--- config.mk ---
export PLATFORM = sky130hd
export DESIGN_NAME = clksel_commit_ctrl
export DESIGN_NICKNAME = d
export VERILOG_FILES = /design/src/rtl/clksel_pkg.sv /design/src/rtl/clksel_edge_detect.sv /design/src/rtl/clksel_validator.sv /design/src/rtl/clksel_busy_timer.sv /design/src/rtl/clksel_sel_bank.sv /design/src/rtl/clksel_commit_ctrl.sv
export SDC_FILE = /design/constraint.sdc
export NUM_CORES = 1
export LEC_CHECK = 0
export ABC_CLOCK_PERIOD_IN_PS = 3500
export BUFFER_PORTS_ARGS = -buffer_cell sky130_fd_sc_hd__buf_2
export CORE_MARGIN = 5
export CORE_UTILIZATION = 45
export CTS_CLUSTER_DIAMETER = 40
export CTS_CLUSTER_SIZE = 8
export DETAILED_ROUTE_END_ITERATION = 6
export PLACE_DENSITY_LB_ADDON = 0.12
export SLEW_MARGIN = 40
export SYNTH_ARGS = -nofsm -noshare
export SYNTH_HDL_FRONTEND = slang
export SYNTH_SLANG_ARGS = --single-unit
--- constraint.sdc ---
create_clock -name clk -period 3.5 [get_ports clk]
set_clock_uncertainty 0.1 [all_clocks]
set_input_delay 0.175 -clock clk [delete_from_list [all_inputs] [get_ports clk]]
set_output_delay 0.175 -clock clk [all_outputs]
set_load 0.01 [all_outputs]
--- src/rtl/clksel_pkg.sv ---
package clksel_pkg;

  localparam int unsigned CODE_W = 8;
  localparam int unsigned PATHS  = 4;

  typedef logic [CODE_W-1:0] code_t;

  typedef enum logic [1:0] {
    PATH_ACQ = 2'd0,
    PATH_PFI = 2'd1,
    PATH_GEN = 2'd2,
    PATH_GLB = 2'd3
  } path_e;

  localparam code_t SRC_OFF        = code_t'(0);
  localparam code_t SRC_BACKPLANE  = code_t'(2);
  localparam code_t SRC_OSC        = code_t'(3);
  localparam code_t SRC_STROBE_SW  = code_t'(4);
  localparam code_t SRC_STROBE_BYP = code_t'(5);

  // Code legality for one path; the bypass code belongs to acquisition only.
  function automatic logic code_legal(input code_t code, input logic is_acq);
    logic ok;
    ok = (code == SRC_OFF) || (code == SRC_BACKPLANE) ||
         (code == SRC_OSC) || (code == SRC_STROBE_SW);
    if (is_acq && (code == SRC_STROBE_BYP)) ok = 1'b1;
    return ok;
  endfunction

  // True when a non-acquisition path wants the switched strobe while
  // acquisition has taken the strobe on its bypass route.
  function automatic logic strobe_clash(input code_t acq_code, input code_t other_code);
    return (acq_code == SRC_STROBE_BYP) && (other_code == SRC_STROBE_SW);
  endfunction

endpackage

--- src/rtl/clksel_edge_detect.sv ---
module clksel_edge_detect (
  input  logic clk,
  input  logic rst_n,
  input  logic strobe_i,
  output logic rise_o
);
  logic strobe_q;

  always_ff @(posedge clk) begin
    if (!rst_n) strobe_q <= 1'b0;
    else        strobe_q <= strobe_i;
  end

  assign rise_o = strobe_i && !strobe_q;
endmodule

--- src/rtl/clksel_validator.sv ---
module clksel_validator
  import clksel_pkg::*;
(
  input  code_t [PATHS-1:0] req_i,
  output logic              valid_o
);
  logic [PATHS-1:0] path_ok;
  logic [PATHS-1:0] path_clash;

  for (genvar p = 0; p < PATHS; p++) begin : g_path
    localparam logic IS_ACQ = (p == int'(PATH_ACQ));
    assign path_ok[p] = code_legal(req_i[p], IS_ACQ);
    if (IS_ACQ) begin : g_acq
      assign path_clash[p] = 1'b0;
    end else begin : g_other
      assign path_clash[p] = strobe_clash(req_i[PATH_ACQ], req_i[p]);
    end
  end

  assign valid_o = (&path_ok) && !(|path_clash);
endmodule

--- src/rtl/clksel_busy_timer.sv ---
module clksel_busy_timer #(
  parameter int unsigned BUSY_CYCLES = 32
) (
  input  logic clk,
  input  logic rst_n,
  input  logic start_i,
  output logic ready_o
);
  localparam int unsigned CNT_W = $clog2(BUSY_CYCLES + 1);
  localparam logic [CNT_W-1:0] LOAD = CNT_W'(BUSY_CYCLES);

  logic [CNT_W-1:0] remain_q;

  always_ff @(posedge clk) begin
    if (!rst_n)              remain_q <= '0;
    else if (start_i)        remain_q <= LOAD;
    else if (remain_q != '0) remain_q <= remain_q - 1'b1;
  end

  assign ready_o = (remain_q == '0);
endmodule

--- src/rtl/clksel_sel_bank.sv ---
module clksel_sel_bank
  import clksel_pkg::*;
(
  input  logic              clk,
  input  logic              rst_n,
  input  logic              load_i,
  input  code_t [PATHS-1:0] req_i,
  output code_t [PATHS-1:0] sel_o
);
  for (genvar p = 0; p < PATHS; p++) begin : g_reg
    always_ff @(posedge clk) begin
      if (!rst_n)      sel_o[p] <= SRC_OFF;
      else if (load_i) sel_o[p] <= req_i[p];
    end
  end
endmodule

--- src/rtl/clksel_commit_ctrl.sv ---
module clksel_commit_ctrl
  import clksel_pkg::*;
#(
  parameter int unsigned BUSY_CYCLES = 32
) (
  input  logic              clk,
  input  logic              rst_n,
  input  logic [CODE_W-1:0] req_acq,
  input  logic [CODE_W-1:0] req_pfi,
  input  logic [CODE_W-1:0] req_gen,
  input  logic [CODE_W-1:0] req_glb,
  input  logic              wr_strobe,
  output logic              ready,
  output logic              err,
  output logic [CODE_W-1:0] sel_acq,
  output logic [CODE_W-1:0] sel_pfi,
  output logic [CODE_W-1:0] sel_gen,
  output logic [CODE_W-1:0] sel_glb
);
  // Named internal events, also observed by the bound checker.
  logic wr_rise;
  logic req_valid;
  logic accept;
  logic reject;

  code_t [PATHS-1:0] req_vec;
  code_t [PATHS-1:0] sel_vec;

  assign req_vec[PATH_ACQ] = req_acq;
  assign req_vec[PATH_PFI] = req_pfi;
  assign req_vec[PATH_GEN] = req_gen;
  assign req_vec[PATH_GLB] = req_glb;

  clksel_edge_detect u_edge (
    .clk      (clk),
    .rst_n    (rst_n),
    .strobe_i (wr_strobe),
    .rise_o   (wr_rise)
  );

  clksel_validator u_valid (
    .req_i   (req_vec),
    .valid_o (req_valid)
  );

  assign accept = wr_rise && ready && req_valid;
  assign reject = wr_rise && ready && !req_valid;

  clksel_busy_timer #(.BUSY_CYCLES(BUSY_CYCLES)) u_busy (
    .clk     (clk),
    .rst_n   (rst_n),
    .start_i (accept),
    .ready_o (ready)
  );

  clksel_sel_bank u_bank (
    .clk    (clk),
    .rst_n  (rst_n),
    .load_i (accept),
    .req_i  (req_vec),
    .sel_o  (sel_vec)
  );

  always_ff @(posedge clk) begin
    if (!rst_n)      err <= 1'b0;
    else if (accept) err <= 1'b0;
    else if (reject) err <= 1'b1;
  end

  assign sel_acq = sel_vec[PATH_ACQ];
  assign sel_pfi = sel_vec[PATH_PFI];
  assign sel_gen = sel_vec[PATH_GEN];
  assign sel_glb = sel_vec[PATH_GLB];
endmodule

==> impl_metrics.yaml <==
layout:
  synthToLayoutAreaGrowth_pct: 34.71
  diodes: 0
  final_common_cell: "buf_2"
  final_design_area_no_fill_um2: 2117
  drive_gt1_frac: 0.3578
  nFillCells: 301
  multi_input_area_um2: 705.7
  finish.net_count: 267
  seq_area_um2: 800.8
  mostFrequentLayoutCells: "buf_2 (68), dfxtp_1 (40), nand2_1 (26)"
clocking:
  clock-sinks: 40
  cts_tree: "done"
  cts_buffers: 5
  root_buffer: "clkbuf_4"
  clk_path_buf_depth: 2
  cts_resized: 0
  hold_buffers: 12
  htreeDepth: 2
  worstSkewPairLatency_ps: 350
  clk_pin_slew_ps: 120
  postCtsSetupBuffers: 0
routing:
  vias: 1354
  drt-total-wl_um: 3669
  drc: 0
  drt_iter0_drc: 82
  ant_nets: 0
  avgViaCountPerCell: 4.871
  wire_per_inst_um: 13.20
  dr.pass1.iters: 4
worst_setup_path:
  crit_path_start_kind: "flop"
  crit_fanout: 13
  cp-end-kind: "flop"
  critical_path_arrival_ps: 2730
  path_class: "flop to flop"
  crit_chain: "inv_1, ha_1, or3b_4, nor4_4, nand4_1, and3b_1, mux2i_1"
  slowest_stage: "and3b_1"
  slowest_delay_ps: 700
  cp.required_ps: 3680
timing:
  slew_violations: 0
  slew_headroom: 0.5193
  setup_viol: 0
  rsz0062_at_grt: "no"
  setup_tns_ps: 0
  setup_ws_ps: 944.5
  period_minus_slack_ps: 2555
  finalHoldViolCount: 0
  fmax_mhz: 391.3
  hold_ws_ps: 20.24
  fin_crit_sh: 0.7301
  worstMarginPinSlew_ps: 721.1
place:
  post-place-ws_ps: 938.4
  place_congestion: 0.8067
  io_buffers: 68
  postPlaceCellArea_um2: 1912
  dp_hpwl_um: 2622
synth:
  syn_area_per_cell_um2: 10.27
  yosys_warnings: 0
  syn_nets: 189
  synth-edff-count: 0
  muxShareOfSynthArea: 0.08917
  netlist_top_cells_area: "dfxtp_1 (51%), mux2i_1 (8.9%), and3_1 (8.8%)"
  synth_top_family_by_area: "simple AND/OR/NAND/NOR gates"
  synth_cells: 153
  syn_area_um2: 1572
  synth_top_cell_by_area: "dfxtp_1"
  synth_compound_area_frac: 0.04299
  netlist.area_leader.share: 0.5096
  synth_fa_ha_area_frac: 0.007962
  ys_seq_area_frac: 0.5096
  synth_cell_type_count: 33
  async_flop_share: 0
  synth-simple-area-share: 0.2922
  synth_top_flop_cell: "dfxtp_1"
  synth_xor_area_frac: 0.01672
  synth-seq-cells: 40
power_and_ir_drop:
  switching_share: 0.2888
  p_leak_nw: 1.057
  combinationalPowerShare: 0.230
  switchingPower_uw: 311.7
  power_frac_clock: 0.288
  intPower_uw: 767.7
  ir_drop_uv: 298.6
  powerDensity_nw_per_um2: 509.9
  p_seq_frac: 0.482
flow_run:
  max-cap-violations: 0
die:
  initial_core_util: 0.4673
  dieArea_um2: 4774
  core-area_um2: 3363
  io_pins: 69
  die_h_um: 69.10
  rows: 21
  dieWidth_um: 69.10
min_path:
  hold_class: "primary input to flop"
grt:
  track_usage: 0.1544
  antenna_found_initial: 0
  grt_pass1_vias: 1387
  grt_max_degree: 52
  grt_overflow: 0
  grt_first_pass_wirelength_um: 6092
run_status:
  status: "completed"
==> final cells by class <==
cell class	instances	share of cell area
clock buffer	5	0.01773
clock inverter	3	0.02246
inverter	2	0.003546
multi-input combinational	102	0.3333
sequential	40	0.3783
tap	46	0.02719
timing repair buffer	80	0.2175
==> metrics by stage <==
stage | power [mW] | cells | utilization
final | 1.079 | 278 | 0.6295
after global routing | 1.141 | 278 | 0.6295
after CTS | 1.090 | 278 | 0.6295
after detailed placement | 0.7697 | 258 | 0.5685
after global placement | 0.7544 | 258 | 0.5685
after floorplan | 0.6972 | 153 | -
==> cells in the mapped netlist (2+ instances only) <==
| cell type | count |
|---|---|
| a21oi_1 | 2 |
| nand4_1 | 2 |
| inv_1 | 2 |
| dfxtp_1 | 40 |
| nor2_1 | 3 |
| xnor2_1 | 3 |
| nand2_1 | 26 |
| mux2i_1 | 14 |
| nor3b_1 | 3 |
| nor4b_1 | 3 |
| clkbuf_1 | 7 |
| and3_1 | 22 |
| nor4_1 | 4 |
| nor3_1 | 3 |
==> power groups by stage <==
| stage | Clock, mW | Combinational (mW) | Sequential (mW) |
|---|---|---|---|
| finish | 0.311 | 0.248 | 0.520 |
| global route | 0.337 | 0.280 | 0.525 |
| CTS | 0.319 | 0.251 | 0.520 |
| detailed placement | 0 | 0.240 | 0.530 |
| global placement | 0 | 0.228 | 0.527 |
| floorplan | 0 | 0.173 | 0.524 |
==> path summary, 6_finish.rpt <==
| check | depth (start not counted) | startpoint | slack (ps) | to |
|---|---|---|---|---|
| max reg2reg | 7 | u_busy.remain_q[0] | 940 | u_bank.sel_o[25] |
| min | 3 | req_acq[2] | 20 | u_bank.sel_o[2] |
| min reg2reg | 2 | u_bank.sel_o[10] | 370 | u_bank.sel_o[10] |
| max | 7 | u_busy.remain_q[0] | 940 | u_bank.sel_o[25] |
==> logic make-up (layout without fill, tap and decap cells) <==
| kind of cell | after synthesis | in the layout |
|---|---|---|
| xor gates and xnor gates | 3 | 3 |
| buffers and inverters | 11 | 90 |
| muxes | 14 | 14 |
| adders and majority gates | 1 | 1 |
| DFF | 40 | 40 |
| AOI/OAI and AO/OA | 8 | 8 |
| and+or+nand+nor | 76 | 76 |
==> routing by layer <==
layer,global-route usage,part of all wire,vias up
met5,0,0,-
met4,0.05423,0.017,0
met3,0.05087,0.047,9
met2,0.2701,0.50,38
met1,0.1743,0.44,611
li1,-,-,696
==> worst max-delay path, delay by kind of cell, from the launching register on <==
kind	cells	cell delay, ps
flip-flops	1	360
adder cells (fa/ha/maj)	1	190
buffers and inverters	1	60
AND/OR/NAND/NOR	4	1520
multiplexers	1	260
==> sequential cells by signal, indices dropped and copies added, names as in the netlist <==
signal	count
u_busy.remain_q	6
u_bank.sel_o	32
err	1
u_edge.strobe_q	1
Note: power is estimated with default switching activity, not from simulation.
